[src/rtl/efs_pkg.sv]
package efs_pkg;
  // Strobes issued by the control path to the data path.
  typedef struct packed {
    logic clear;  // frame (re)started: idle the data line
    logic load;   // acquisition closes: capture the result
    logic shift;  // counted edge in the output slots
    logic bip;    // bipolar coding for the capture
  } efsCtl_t;
endpackage

[src/rtl/efs_ctrl.sv]
module efs_ctrl
  import efs_pkg::*;
#(
  parameter int SHORT_LEN = 24,
  parameter int LONG_LEN  = 32,
  parameter int SHORT_ACQ = 6,
  parameter int LONG_ACQ  = 14,
  parameter int CW        = $clog2(LONG_LEN + 1)
) (
  input  logic    clk,
  input  logic    rstN,
  input  logic    csN,
  input  logic    sclkFall,
  input  logic    go,
  input  logic    goLong,
  input  logic    goBip,
  output efsCtl_t ctl,
  output logic    strobe,
  output logic    acqActive
);
  localparam logic [CW-1:0] S_LEN = CW'(SHORT_LEN);
  localparam logic [CW-1:0] L_LEN = CW'(LONG_LEN);
  localparam logic [CW-1:0] S_ACQ = CW'(SHORT_ACQ);
  localparam logic [CW-1:0] L_ACQ = CW'(LONG_ACQ);

  logic          active;
  logic          longMode;
  logic          bipMode;
  logic [CW-1:0] fallCnt;
  logic [CW-1:0] cntNext;
  logic [CW-1:0] acqEnd;
  logic [CW-1:0] strobeAt;
  logic [CW-1:0] msbAt;
  logic [CW-1:0] frameEnd;
  logic          goTake;
  logic          countedFall;

  assign goTake      = go && !csN;
  assign countedFall = active && sclkFall && !csN && !goTake;
  assign cntNext     = fallCnt + 1'b1;
  assign acqEnd      = longMode ? L_ACQ : S_ACQ;
  assign strobeAt    = acqEnd + CW'(1);
  assign msbAt       = acqEnd + CW'(2);
  assign frameEnd    = longMode ? L_LEN : S_LEN;

  always_ff @(posedge clk or negedge rstN) begin
    if (!rstN) begin
      active   <= 1'b0;
      longMode <= 1'b0;
      bipMode  <= 1'b0;
      fallCnt  <= '0;
    end else if (goTake) begin
      active   <= 1'b1;
      longMode <= goLong;
      bipMode  <= goBip;
      fallCnt  <= '0;
    end else if (countedFall) begin
      if (cntNext == frameEnd) begin
        active  <= 1'b0;
        fallCnt <= '0;
      end else begin
        fallCnt <= cntNext;
      end
    end
  end

  always_comb begin
    ctl.clear = goTake;
    ctl.load  = countedFall && (cntNext == acqEnd);
    ctl.shift = countedFall && (cntNext >= msbAt);
    ctl.bip   = bipMode;
  end

  assign strobe    = active && (fallCnt == strobeAt);
  assign acqActive = active && (fallCnt < acqEnd);

  assert_strobe_outside_acq_R4: assert property (@(posedge clk) disable iff (!rstN)
    strobe |-> !acqActive);

  assert_strobe_one_period_R2: assert property (@(posedge clk) disable iff (!rstN)
    (strobe && countedFall) |=> !strobe);

  assert_pause_freezes_R8: assert property (@(posedge clk) disable iff (!rstN)
    csN |=> ($stable(fallCnt) && $stable(active)));

  assert_load_in_window_R11: assert property (@(posedge clk) disable iff (!rstN)
    ctl.load |-> acqActive);
endmodule

[src/rtl/efs_datapath.sv]
module efs_datapath
  import efs_pkg::*;
#(
  parameter int RES_BITS = 14,
  parameter int SW       = $clog2(RES_BITS + 1)
) (
  input  logic                clk,
  input  logic                rstN,
  input  efsCtl_t             ctl,
  input  logic [RES_BITS-1:0] result,
  output logic                dout
);
  localparam logic [SW-1:0] FULL = SW'(RES_BITS);

  logic [RES_BITS-1:0] coded;
  logic [RES_BITS-1:0] shiftReg;
  logic                doutReg;

  generate
    if (RES_BITS > 1) begin : g_wide
      assign coded = ctl.bip ? {~result[RES_BITS-1], result[RES_BITS-2:0]} : result;
    end else begin : g_narrow
      assign coded = ctl.bip ? ~result : result;
    end
  endgenerate

  always_ff @(posedge clk or negedge rstN) begin
    if (!rstN) begin
      shiftReg <= '0;
      doutReg  <= 1'b0;
    end else if (ctl.clear) begin
      shiftReg <= '0;
      doutReg  <= 1'b0;
    end else if (ctl.load) begin
      shiftReg <= coded;
    end else if (ctl.shift) begin
      doutReg  <= shiftReg[RES_BITS-1];
      shiftReg <= shiftReg << 1;
    end
  end

  assign dout = doutReg;

  // Checker-side count of bits sent since the last capture.
  logic [SW-1:0] sentCnt;
  always_ff @(posedge clk or negedge rstN) begin
    if (!rstN)                             sentCnt <= FULL;
    else if (ctl.clear)                    sentCnt <= FULL;
    else if (ctl.load)                     sentCnt <= '0;
    else if (ctl.shift && sentCnt != FULL) sentCnt <= sentCnt + 1'b1;
  end

  assert_zero_fill_R5: assert property (@(posedge clk) disable iff (!rstN)
    (ctl.shift && !ctl.load && !ctl.clear && sentCnt == FULL) |=> !doutReg);
endmodule

[src/rtl/ext_clk_frame_seq.sv]
module ext_clk_frame_seq
  import efs_pkg::*;
#(
  parameter int RES_BITS  = 14,
  parameter int SHORT_LEN = 24,
  parameter int LONG_LEN  = 32,
  parameter int SHORT_ACQ = 6,
  parameter int LONG_ACQ  = 14
) (
  input  logic                clk,
  input  logic                rstN,
  input  logic                csN,
  input  logic                sclkFall,
  input  logic                go,
  input  logic                goLong,
  input  logic                goBip,
  input  logic [RES_BITS-1:0] result,
  output logic                dout,
  output logic                doutEn,
  output logic                strobe,
  output logic                strobeEn,
  output logic                acqActive
);
  efsCtl_t ctl;

  efs_ctrl #(
    .SHORT_LEN(SHORT_LEN), .LONG_LEN(LONG_LEN),
    .SHORT_ACQ(SHORT_ACQ), .LONG_ACQ(LONG_ACQ)
  ) ctrl_i (
    .clk(clk), .rstN(rstN), .csN(csN), .sclkFall(sclkFall),
    .go(go), .goLong(goLong), .goBip(goBip),
    .ctl(ctl), .strobe(strobe), .acqActive(acqActive)
  );

  efs_datapath #(.RES_BITS(RES_BITS)) dp_i (
    .clk(clk), .rstN(rstN), .ctl(ctl), .result(result), .dout(dout)
  );

  assign doutEn   = !csN;
  assign strobeEn = !csN;
endmodule

[config.mk]
export PLATFORM = sky130hd
export DESIGN_NAME = ext_clk_frame_seq
export DESIGN_NICKNAME = d
export VERILOG_FILES = /design/src/rtl/efs_pkg.sv /design/src/rtl/efs_ctrl.sv /design/src/rtl/efs_datapath.sv /design/src/rtl/ext_clk_frame_seq.sv
export SDC_FILE = /design/constraint.sdc
export NUM_CORES = 1
export LEC_CHECK = 0
export ABC_AREA = 1
export CORE_AREA = 4 4 57 59
export DETAILED_ROUTE_END_ITERATION = 8
export DIE_AREA = 0 0 61 63
export MAX_ROUTING_LAYER = met4
export PLACE_DENSITY = 0.86
export SYNTH_ARGS = -nofsm -noshare
export SYNTH_HDL_FRONTEND = slang
export SYNTH_SLANG_ARGS = --single-unit
[constraint.sdc]
create_clock -name clk -period 4.18 [get_ports clk]
set_input_delay 0.836 -clock clk [delete_from_list [all_inputs] [get_ports clk]]
set_output_delay 0.836 -clock clk [all_outputs]
set_load 0.01 [all_outputs]
---- Yosys cells after proc, flatten, opt, wreduce, memory -nomap -nowiden ----
Cells that the tools add are included.
word-level totals
  output and inout port bits .............. 5
  register bits after elaboration ......... 24
  logic and storage cells ................. 47
  input port bits ......................... 21
cells by class
  multiplexer cells ....................... 15
  add/subtract/negate cells ............... 3
  bitwise operators ....................... 1
  eq/ne operators ......................... 4
  magnitude comparators ................... 2
  reductions and logical operators ........ 16
operators with widths
  operator                                                number
  two-way mux 14 bit                                      4
  two-way mux 6 bit                                       4
  == test 6 bit                                           3
  adder 6 x 1 -> 6 bit (second input constant)            2
  logical AND 1 bit                                       8
  adder 6 x 2 -> 6 bit (second input constant)            1
  greater-or-equal comparator 6 bit                       1
  less-than comparator 6 bit                              1
  two-way mux 1 bit                                       6
  nonzero test 2 bit                                      3
  two-way mux 4 bit                                       1
  AND reduction 2 bit                                     2
  nonzero test 3 bit                                      1
  logical NOT 1 bit                                       2
  inequality test 2 x 1 -> 1 bit (second input constant)  1
  NOT 1 bit                                               1

---- Logic depth before layout (Yosys ltp) ----
Gate-level depths: netlist (run 1).
  depth in word-level cells ............... 8
  mapped depth ............................ 15
  gate-level depth less buffers ........... 14

---- Modules after synthesis ----
From an unflattened synthesis (run 1), not the netlist that was laid out.
unflattened totals
  cells, all modules ...................... 195
  area, all modules ....................... 1514.0 µm²
by module, submodules not included
  module             cells an instance  area an instance (µm²)  times used  sequential area each (µm²)
  efs_datapath       104                824.5                   1           375.4
  efs_ctrl           89                 678.2                   1           225.2
  ext_clk_frame_seq  2                  11.3                    1           0.0

---- Least setup slack after synthesis (run 1) ----
No wires, ideal clock.
  path type ............................... in2reg
  start ................................... input port csN
  end ..................................... register dp_i.shiftReg[10]
  required time ........................... 4.064 ns
  library setup time ...................... 0.116 ns
  data arrival time ....................... 1.855 ns
  path buffers ............................ 1
  setup slack ............................. 2.208 ns
  stages .................................. 11
  cell sequence ........................... inv_2 nand3_2 nor2_4 nand2_2 nor2_8 nand2_4 nand2_2 inv_2 buf_6 nand2_1 nand2_1
between the ends
  cells in the longest elaborated chain, start to end .. 7
  elaborated cells between the ends (all ways) .. 10
  those cells by class .................... 2 x mux; 8 x reduce/logical
ends and longest elaborated chain
  what                   RTL line                        RTL
  start, declared        ext_clk_frame_seq.sv:12         input logic csN,
  logical NOT 1 bit (*)  efs_ctrl.sv:38, efs_ctrl.sv:39
  logical AND 1 bit      efs_ctrl.sv:38                  assign goTake = go && !csN;
  logical NOT 1 bit      efs_ctrl.sv:39                  assign countedFall = active && sclkFall && !csN && !goTake;
  logical AND 1 bit      efs_ctrl.sv:39
  logical AND 1 bit      efs_ctrl.sv:69                  ctl.load = countedFall && (cntNext == acqEnd);
  two-way mux 14 bit     efs_datapath.sv:34              end else if (ctl.load) begin
  two-way mux 14 bit     efs_datapath.sv:31              end else if (ctl.clear) begin
  end signal, assigned   efs_datapath.sv:35              shiftReg <= coded;
  end signal, assigned   efs_datapath.sv:38              shiftReg <= shiftReg << 1;
  end, declared          efs_datapath.sv:16              logic [RES_BITS-1:0] shiftReg;
Every way passes the cells marked *; elsewhere a longest branch is shown, timed or not.
A chain may end at the register's enable or synchronous reset.

---- Worst setup path in the final report (run 1) ----
  start ................................... register ctrl_i.longMode
  end ..................................... output port strobe
between the ends
  cells in the longest elaborated chain, start to end .. 4
ends and longest elaborated chain
  what                    RTL line                 RTL
  start, declared         efs_ctrl.sv:27           logic longMode;
  start signal, assigned  efs_ctrl.sv:54           longMode <= goLong;
  two-way mux 4 bit       efs_ctrl.sv:41           assign acqEnd = longMode ? L_ACQ : S_ACQ;
  adder 6 x 1 -> 6 bit    efs_ctrl.sv:42           assign strobeAt = acqEnd + CW'(1);
  == test 6 bit           efs_ctrl.sv:74           assign strobe = active && (fallCnt == strobeAt);
  logical AND 1 bit       efs_ctrl.sv:74
  end, declared           ext_clk_frame_seq.sv:20  output logic strobe,
No other way between the ends.

==> flow_summary.ini, run 1 <==
[run_status]
outcome = finished, final reports clean

[layout]
num-fill-cells = 245
nNetsFinal = 246
most_frequent_cells_in_the_layout = 85 x nand2_1, 25 x nand3_1, 25 x clkdlybuf4s50_1
antenna_cells_inserted = 0
layout-drive-gt1-share_pct = 8.22
areaGrowthSynthToFinish_pct = 18.6
layout.cells.most_common = nand2_1

[detailed_routing]
antenna_violating_nets_post_route = 0
postRouteWirelength_mm = 2.94
drc_violation_count_after_routing = 0
detailedRoute.firstIterationViolations = 90
detail_route.first_pass.iterations = 4
route.detailed.wl_per_inst_um = 11.8
detail_route.vias_per_cell = 5.17
vias = 1293

[place]
total_half_perimeter_wirelength_after_legalization_and_detailed_placement_mm = 2.18
numPortBuffers = 25
gp_congestion = 0.838

[global_routing]
grt_pass1_wl_mm = 5.12
overflow = 0
grt_antenna_before_repair = 0
grt_util_all_layers_pct = 17.8
number_of_global_route_vias_before_repair = 1139
grt_max_degree = 25

[worst_setup_path]
critical_path.startpoint_type = flop
cp-end-kind = output port
crit_type = flop to output port
timing.critical_path.required_ps = 3340
cp_data_arrival_time_ps = 1950
crit_path_max_fanout = 4

[sta]
report.final.slew_viol_count = 0
clock.fmax_ghz = 0.359
worst_tran_pin_value_ps = 1020
finalHoldViolCount = 0
grt_setup_unrepaired = false
clk_skew_ps = 8.59
worst_slew_margin_rel_pct = 31.7
period_utilization_pct = 66.6
layout_min_cycle_time_ps = 2780
hold_ws_ps = 488
setup_tns_ps = 0
setup-violations-final = 0

[flow_run]
maxCapViolations = 0

[pwr]
intPower_uw = 369
leakage_nw = 0.929
p_comb_share_pct = 15.0
power_density_nw_per_um2 = 274
switchingPower_uw = 115
power.sequential.fraction_pct = 50.6
power.share.switching_pct = 23.8
clkPwrFrac_pct = 34.4
ir_drop_v = 0.000224

[clock_network]
post_cts.resized_instances = 0
clock-sinks = 24
clock_latency_ps = 320
tritoncts.num_buffers = 3
tritoncts_clock_tree = built
cts-htree-levels = 1
path_clk_slew_ps = 130
clock_tree.root_cell = clkbuf_4
cts_setup_buffers = 0
cts_hold_repair.buffers = 0
clock_tree.buffer_depth = 2

[floorplan]
die_h_um = 63
floorplan.core_area_sq_um = 2710
rows = 19
dieWidth_um = 61
num_io_pins = 26
start_util_pct = 55.1
fp.dieArea_sq_um = 3840

[logic_synthesis]
synthesis.area_sq_um = 1490
synth_fp_nets = 224
synth-seq-cells = 24
synthCells = 198
synth_seq_area_share_pct = 40.2
synthDistinctLibCells = 27
yosys_warnings = 0
postSynthAreaPerCell_sq_um = 7.54

[worst_hold_path]
hold_class = flop to flop
stage by stage:
step | setup WS (ps) | util (%) | instances | power (mW) | instance area (sq um)
floorplan | 2210 | - | 198 | 0.292 | 1490
global placement | 1480 | 63.4 | 246 | 0.321 | 1720
detailed placement | 1470 | 63.4 | 246 | 0.323 | 1720
CTS | 1360 | 65.3 | 250 | 0.489 | 1770
global route | 1220 | 65.3 | 250 | 0.508 | 1770
finish | 1400 | 65.3 | 250 | 0.484 | 1770
flip-flops by register name (all words and copies together) (netlist names):
register / cells
dp_i.dout: 1
dp_i.shiftReg: 14
ctrl_i.longMode: 1
ctrl_i.bipMode: 1
ctrl_i.active: 1
ctrl_i.fallCnt: 6
kinds of logic (layout without fill, tap and decap cells):
kind of cell	count (synthesis)	count (layout)	synth area share (%)
AO/OA/AOI/OAI	11	11	5.03
XOR/XNOR	3	3	1.76
multiplexers	1	1	0.754
AND/OR/NAND/NOR	131	131	40.0
buffers and inverters	23	44	8.05
flip-flops	24	24	40.2
adder cells (fa/ha/maj)	5	5	4.19
path summary, 6_finish.rpt:
path / start / end / slack [ps] / cells after the start
min in group asynchronous: rstN / dp_i.shiftReg[9]$_DFFE_PN0P_ / 1060 / 1
min: dp_i.shiftReg[0]$_DFFE_PN0P_ / dp_i.shiftReg[0]$_DFFE_PN0P_ / 490 / 2
max reg2reg: ctrl_i.fallCnt[2]$_DFFE_PN0P_ / dp_i.shiftReg[1]$_DFFE_PN0P_ / 1730 / 10
min reg2reg: dp_i.shiftReg[0]$_DFFE_PN0P_ / dp_i.shiftReg[0]$_DFFE_PN0P_ / 490 / 2
max in group asynchronous: rstN / ctrl_i.fallCnt[3]$_DFFE_PN0P_ / 2500 / 1
max: ctrl_i.longMode$_DFFE_PN0P_ / strobe / 1400 / 5
critical path, cell delays in order (launching register included):
cell,delay [ps]
dfrtp_1,410
inv_1,110
ha_1,280
nand4_1,110
nor2_1,130
clkdlybuf4s50_1,570
routing by layer:
metal	vias to the layer above	wire (um)	global-route usage, %
met3	4	140	4.13
met1	584	1360	25.2
met5	-	0	-
met4	0	20	4.61
met2	31	1420	25.7
li1	674	-	-
power by group through the flow:
stage               clock network, mW  registers (mW)  logic (mW)
floorplan                           0           0.247      0.0444
global placement                    0           0.249      0.0724
detailed placement                  0           0.250      0.0734
CTS                             0.170           0.245      0.0737
global route                    0.179           0.246      0.0828
finish                          0.167           0.245      0.0728
cell type report:
type                            count  area [sq um]  share of cell area, %
Clock buffer                        3          22.5                   1.27
Clock inverter                      1          30.0                   1.70
Inverter                           15          56.3                   3.18
Multi-Input combinational cell    151           772                   43.6
Sequential cell                    24           601                   33.9
Tap cell                           31          38.8                   2.19
Timing Repair Buffer               25           250                   14.1
cell usage after synthesis (all sizes together):
master / instances / area (sq um)
o211ai: 1 / 7.51
nand3: 27 / 145
buf: 8 / 63.8
nand2: 90 / 360
dfrtp: 24 / 601
xor2: 3 / 26.3
nor3: 1 / 5.00
ha: 5 / 62.6
a21boi: 1 / 18.8
mux2: 1 / 11.3
inv: 15 / 56.3
nor2: 9 / 60.1
o21ai: 6 / 30.0
o32ai: 1 / 8.76
nand3b: 1 / 7.51
a21oi: 2 / 10.0
nand4: 3 / 18.8
Note: power is estimated with default switching activity, not from simulation.
==> run 2: changes to the inputs <==
--- a/config.mk
+++ b/config.mk
@@ -6,11 +6,11 @@
 export NUM_CORES = 1
 export LEC_CHECK = 0
 export ABC_AREA = 1
-export CORE_AREA = 4 4 57 59
+export CORE_AREA = 4 4 62 64
 export DETAILED_ROUTE_END_ITERATION = 8
-export DIE_AREA = 0 0 61 63
+export DIE_AREA = 0 0 66 68
 export MAX_ROUTING_LAYER = met4
-export PLACE_DENSITY = 0.86
+export PLACE_DENSITY = 0.77
 export SYNTH_ARGS = -nofsm -noshare
 export SYNTH_HDL_FRONTEND = slang
 export SYNTH_SLANG_ARGS = --single-unit
==> constraint.sdc (replaced) <==
create_clock -name clk -period 2.4 [get_ports clk]
set_input_delay 0.48 -clock clk [delete_from_list [all_inputs] [get_ports clk]]
set_output_delay 0.48 -clock clk [all_outputs]
set_load 0.01 [all_outputs]
==> run 2 against run 1 <==
- worst setup slack got worse by 1200 ps
- wire length increased by 12%
- global-route usage decreased by 1.5 points
- sequential power increased by 73%
- register-to-register slack got worse by 1600 ps
==> flow_summary.ini, run 2 (same netlist as run 1, synthesis figures left out) <==
[run_status]
outcome = finished, final reports clean

[global_routing]
grt_max_degree = 25
grt_antenna_before_repair = 0
number_of_global_route_vias_before_repair = 1312
grt_util_all_layers_pct = 16.4
overflow = 0
grt_pass1_wl_mm = 5.70

[worst_setup_path]
crit_path_cell_trace = buf_4 > inv_1 > xor2_1 > ha_1 > nor2_1 > nand3_2 > nor2_8 > nand2_4 > a21boi_2 > nand2_1 > nand2_1
worst-path-buf-inv = 2
worstRegToRegCells = 11
cp_num_cells = 11
capture_instance_of_the_worst_register_to_register_path = dp_i.shiftReg[10]$_DFFE_PN0P_
cp-end-kind = flop
critical_path.startpoint_type = flop
r2r_slack_ps = 180
timing.critical_path.required_ps = 2670
r2r_start = ctrl_i.fallCnt[3]$_DFFE_PN0P_
cp_data_arrival_time_ps = 2490
cp_top_family = simple AND/OR/NAND/NOR gates
crit_type = flop to flop
timing.critical_path.slowest_stage_cell = dfrtp_1
timing.critical_path.slowest_cell_delay_ps = 410
critical-path-top-cell-by-count = nand2_1
crit_path_max_fanout = 17

[layout]
regMostFlops = dp_i.shiftReg
registers_with_the_most_flip_flops = dp_i.shiftReg x14, ctrl_i.fallCnt x6
final_cells = 274
fin_area_sq_um = 1870
layout-drive-gt1-share_pct = 12.3
number_of_flip_flops_under_the_largest_register_name = 14
nNetsFinal = 255
antenna_cells_inserted = 0
layout.cells.most_common = nand2_1
most_frequent_cells_in_the_layout = 84 x nand2_1, 25 x nand3_1, 24 x dfrtp_1
areaGrowthSynthToFinish_pct = 25.3

[detailed_routing]
route.detailed.wl_per_inst_um = 12.0
vias = 1344
route.met3.wl_um = 158
drc_violation_count_after_routing = 0
detailedRoute.firstIterationViolations = 86
antenna_violating_nets_post_route = 0
drt-met1-wl_mm = 1.58
met2_wirelength_mm = 1.51
detail_route.vias_per_cell = 4.91
top_layer_used = met4
detail_route.first_pass.iterations = 4
postRouteWirelength_mm = 3.29

[floorplan]
dieWidth_um = 66
num_io_pins = 26
die_h_um = 68
floorplan.core_area_sq_um = 3280
rows = 21
start_util_pct = 45.4
fp.dieArea_sq_um = 4490

[clock_network]
tritoncts.num_buffers = 3
clock-sinks = 24
clock_tree.buffer_depth = 2
clock_latency_ps = 320
path_clk_slew_ps = 140
cts_hold_repair.buffers = 0
tritoncts_clock_tree = built
cts-htree-levels = 1
clock_tree.root_cell = clkbuf_4

[pwr]
ir_drop_v = 0.000300
leakage_nw = 0.992
power_density_nw_per_um2 = 464

[sta]
worst_slew_margin_rel_pct = 79.1
setup-violations-final = 0
setup_tns_ps = 0
period_utilization_pct = 92.5
report.final.slew_viol_count = 0
finalHoldViolCount = 0
layout_min_cycle_time_ps = 2220
grt_setup_unrepaired = false
worst_tran_pin_value_ps = 314
clock.fmax_ghz = 0.450
post-route-worst-setup-slack_ps = 179
clk_skew_ps = 3.19

[place]
placed_cell_area_sq_um = 1770
total_half_perimeter_wirelength_after_legalization_and_detailed_placement_mm = 2.33
preCtsSetupSlack_ps = 163
placed_cells_incl_taps = 266
numPortBuffers = 25
gp_congestion = 0.895

[worst_hold_path]
hold_class = flop to flop
hold_end = dp_i.shiftReg[0]$_DFFE_PN0P_
hold_depth = 2
hold_crit_start = dp_i.shiftReg[0]$_DFFE_PN0P_

[flow_run]
maxCapViolations = 0
==> run 2: cell count changes in the layout (fill, tap and decap cells not counted) <==
cell	change
inv_2	-1
inv_4	+1
dlymetal6s2s_1	+2
a21boi_2	+1
nand2_1	-1
nand2_2	+1
clkdlybuf4s50_1	-2
buf_4	+8
==> run 2: through the flow <==
stage	total power [mW]	hold WS (ps)	utilization, %
2_1_floorplan	0.508	184	-
3_3_place_gp	0.566	458	54.0
3_5_place_dp	0.567	459	54.0
4_1_cts	0.867	493	56.1
5_1_grt	0.907	514	57.0
6_report	0.868	486	57.0
==> run 2: final cells by class <==
type / count / area [sq um]
timing repair buffer: 33 / 315
clock inverter: 1 / 30.0
sequential: 24 / 601
tap: 46 / 57.6
multi-input combinational: 152 / 786
inverter: 15 / 58.8
clock buffer: 3 / 22.5
fill: 320 / 1410
==> run 2: per-layer routing <==
layer  up-vias  GRT usage [%]
met5         -              -
met4         0           4.31
met3         4           1.97
met2        31           26.0
met1       614           22.2
li1        695              -
==> run 2: timing repair <==
action                     CTS  global route
pin swaps                    0             2
cloned                       0             1
resized for setup            0             4
setup endpoints to repair    1            14
buffers inserted             2             1
==> run 2: tightest hold or removal path, stage by stage (launching register included) <==
cell	delay, ps
dfrtp_1	370
nand2_1	50
nand2_1	50
==> run 2: report_power, final <==
part / switching (mW) / internal [mW] / leakage [nW]
sequential: 0.00971 / 0.415 / 0.323
clock: 0.129 / 0.169 / 0.0279
combinational: 0.0757 / 0.0694 / 0.641
==> run 2: worst max path at each step <==
stage                                             start                       endpoint  slack [ps]
final                     ctrl_i.fallCnt[3]$_DFFE_PN0P_  dp_i.shiftReg[10]$_DFFE_PN0P_         180
after global routing      ctrl_i.fallCnt[3]$_DFFE_PN0P_  dp_i.shiftReg[13]$_DFFE_PN0P_           6
after CTS                   ctrl_i.longMode$_DFFE_PN0P_                      acqActive          10
after detailed placement                            csN   dp_i.shiftReg[7]$_DFFE_PN0P_         160
after global placement                              csN   dp_i.shiftReg[7]$_DFFE_PN0P_         160
after floorplan           ctrl_i.fallCnt[2]$_DFFE_PN0P_  dp_i.shiftReg[10]$_DFFE_PN0P_         440
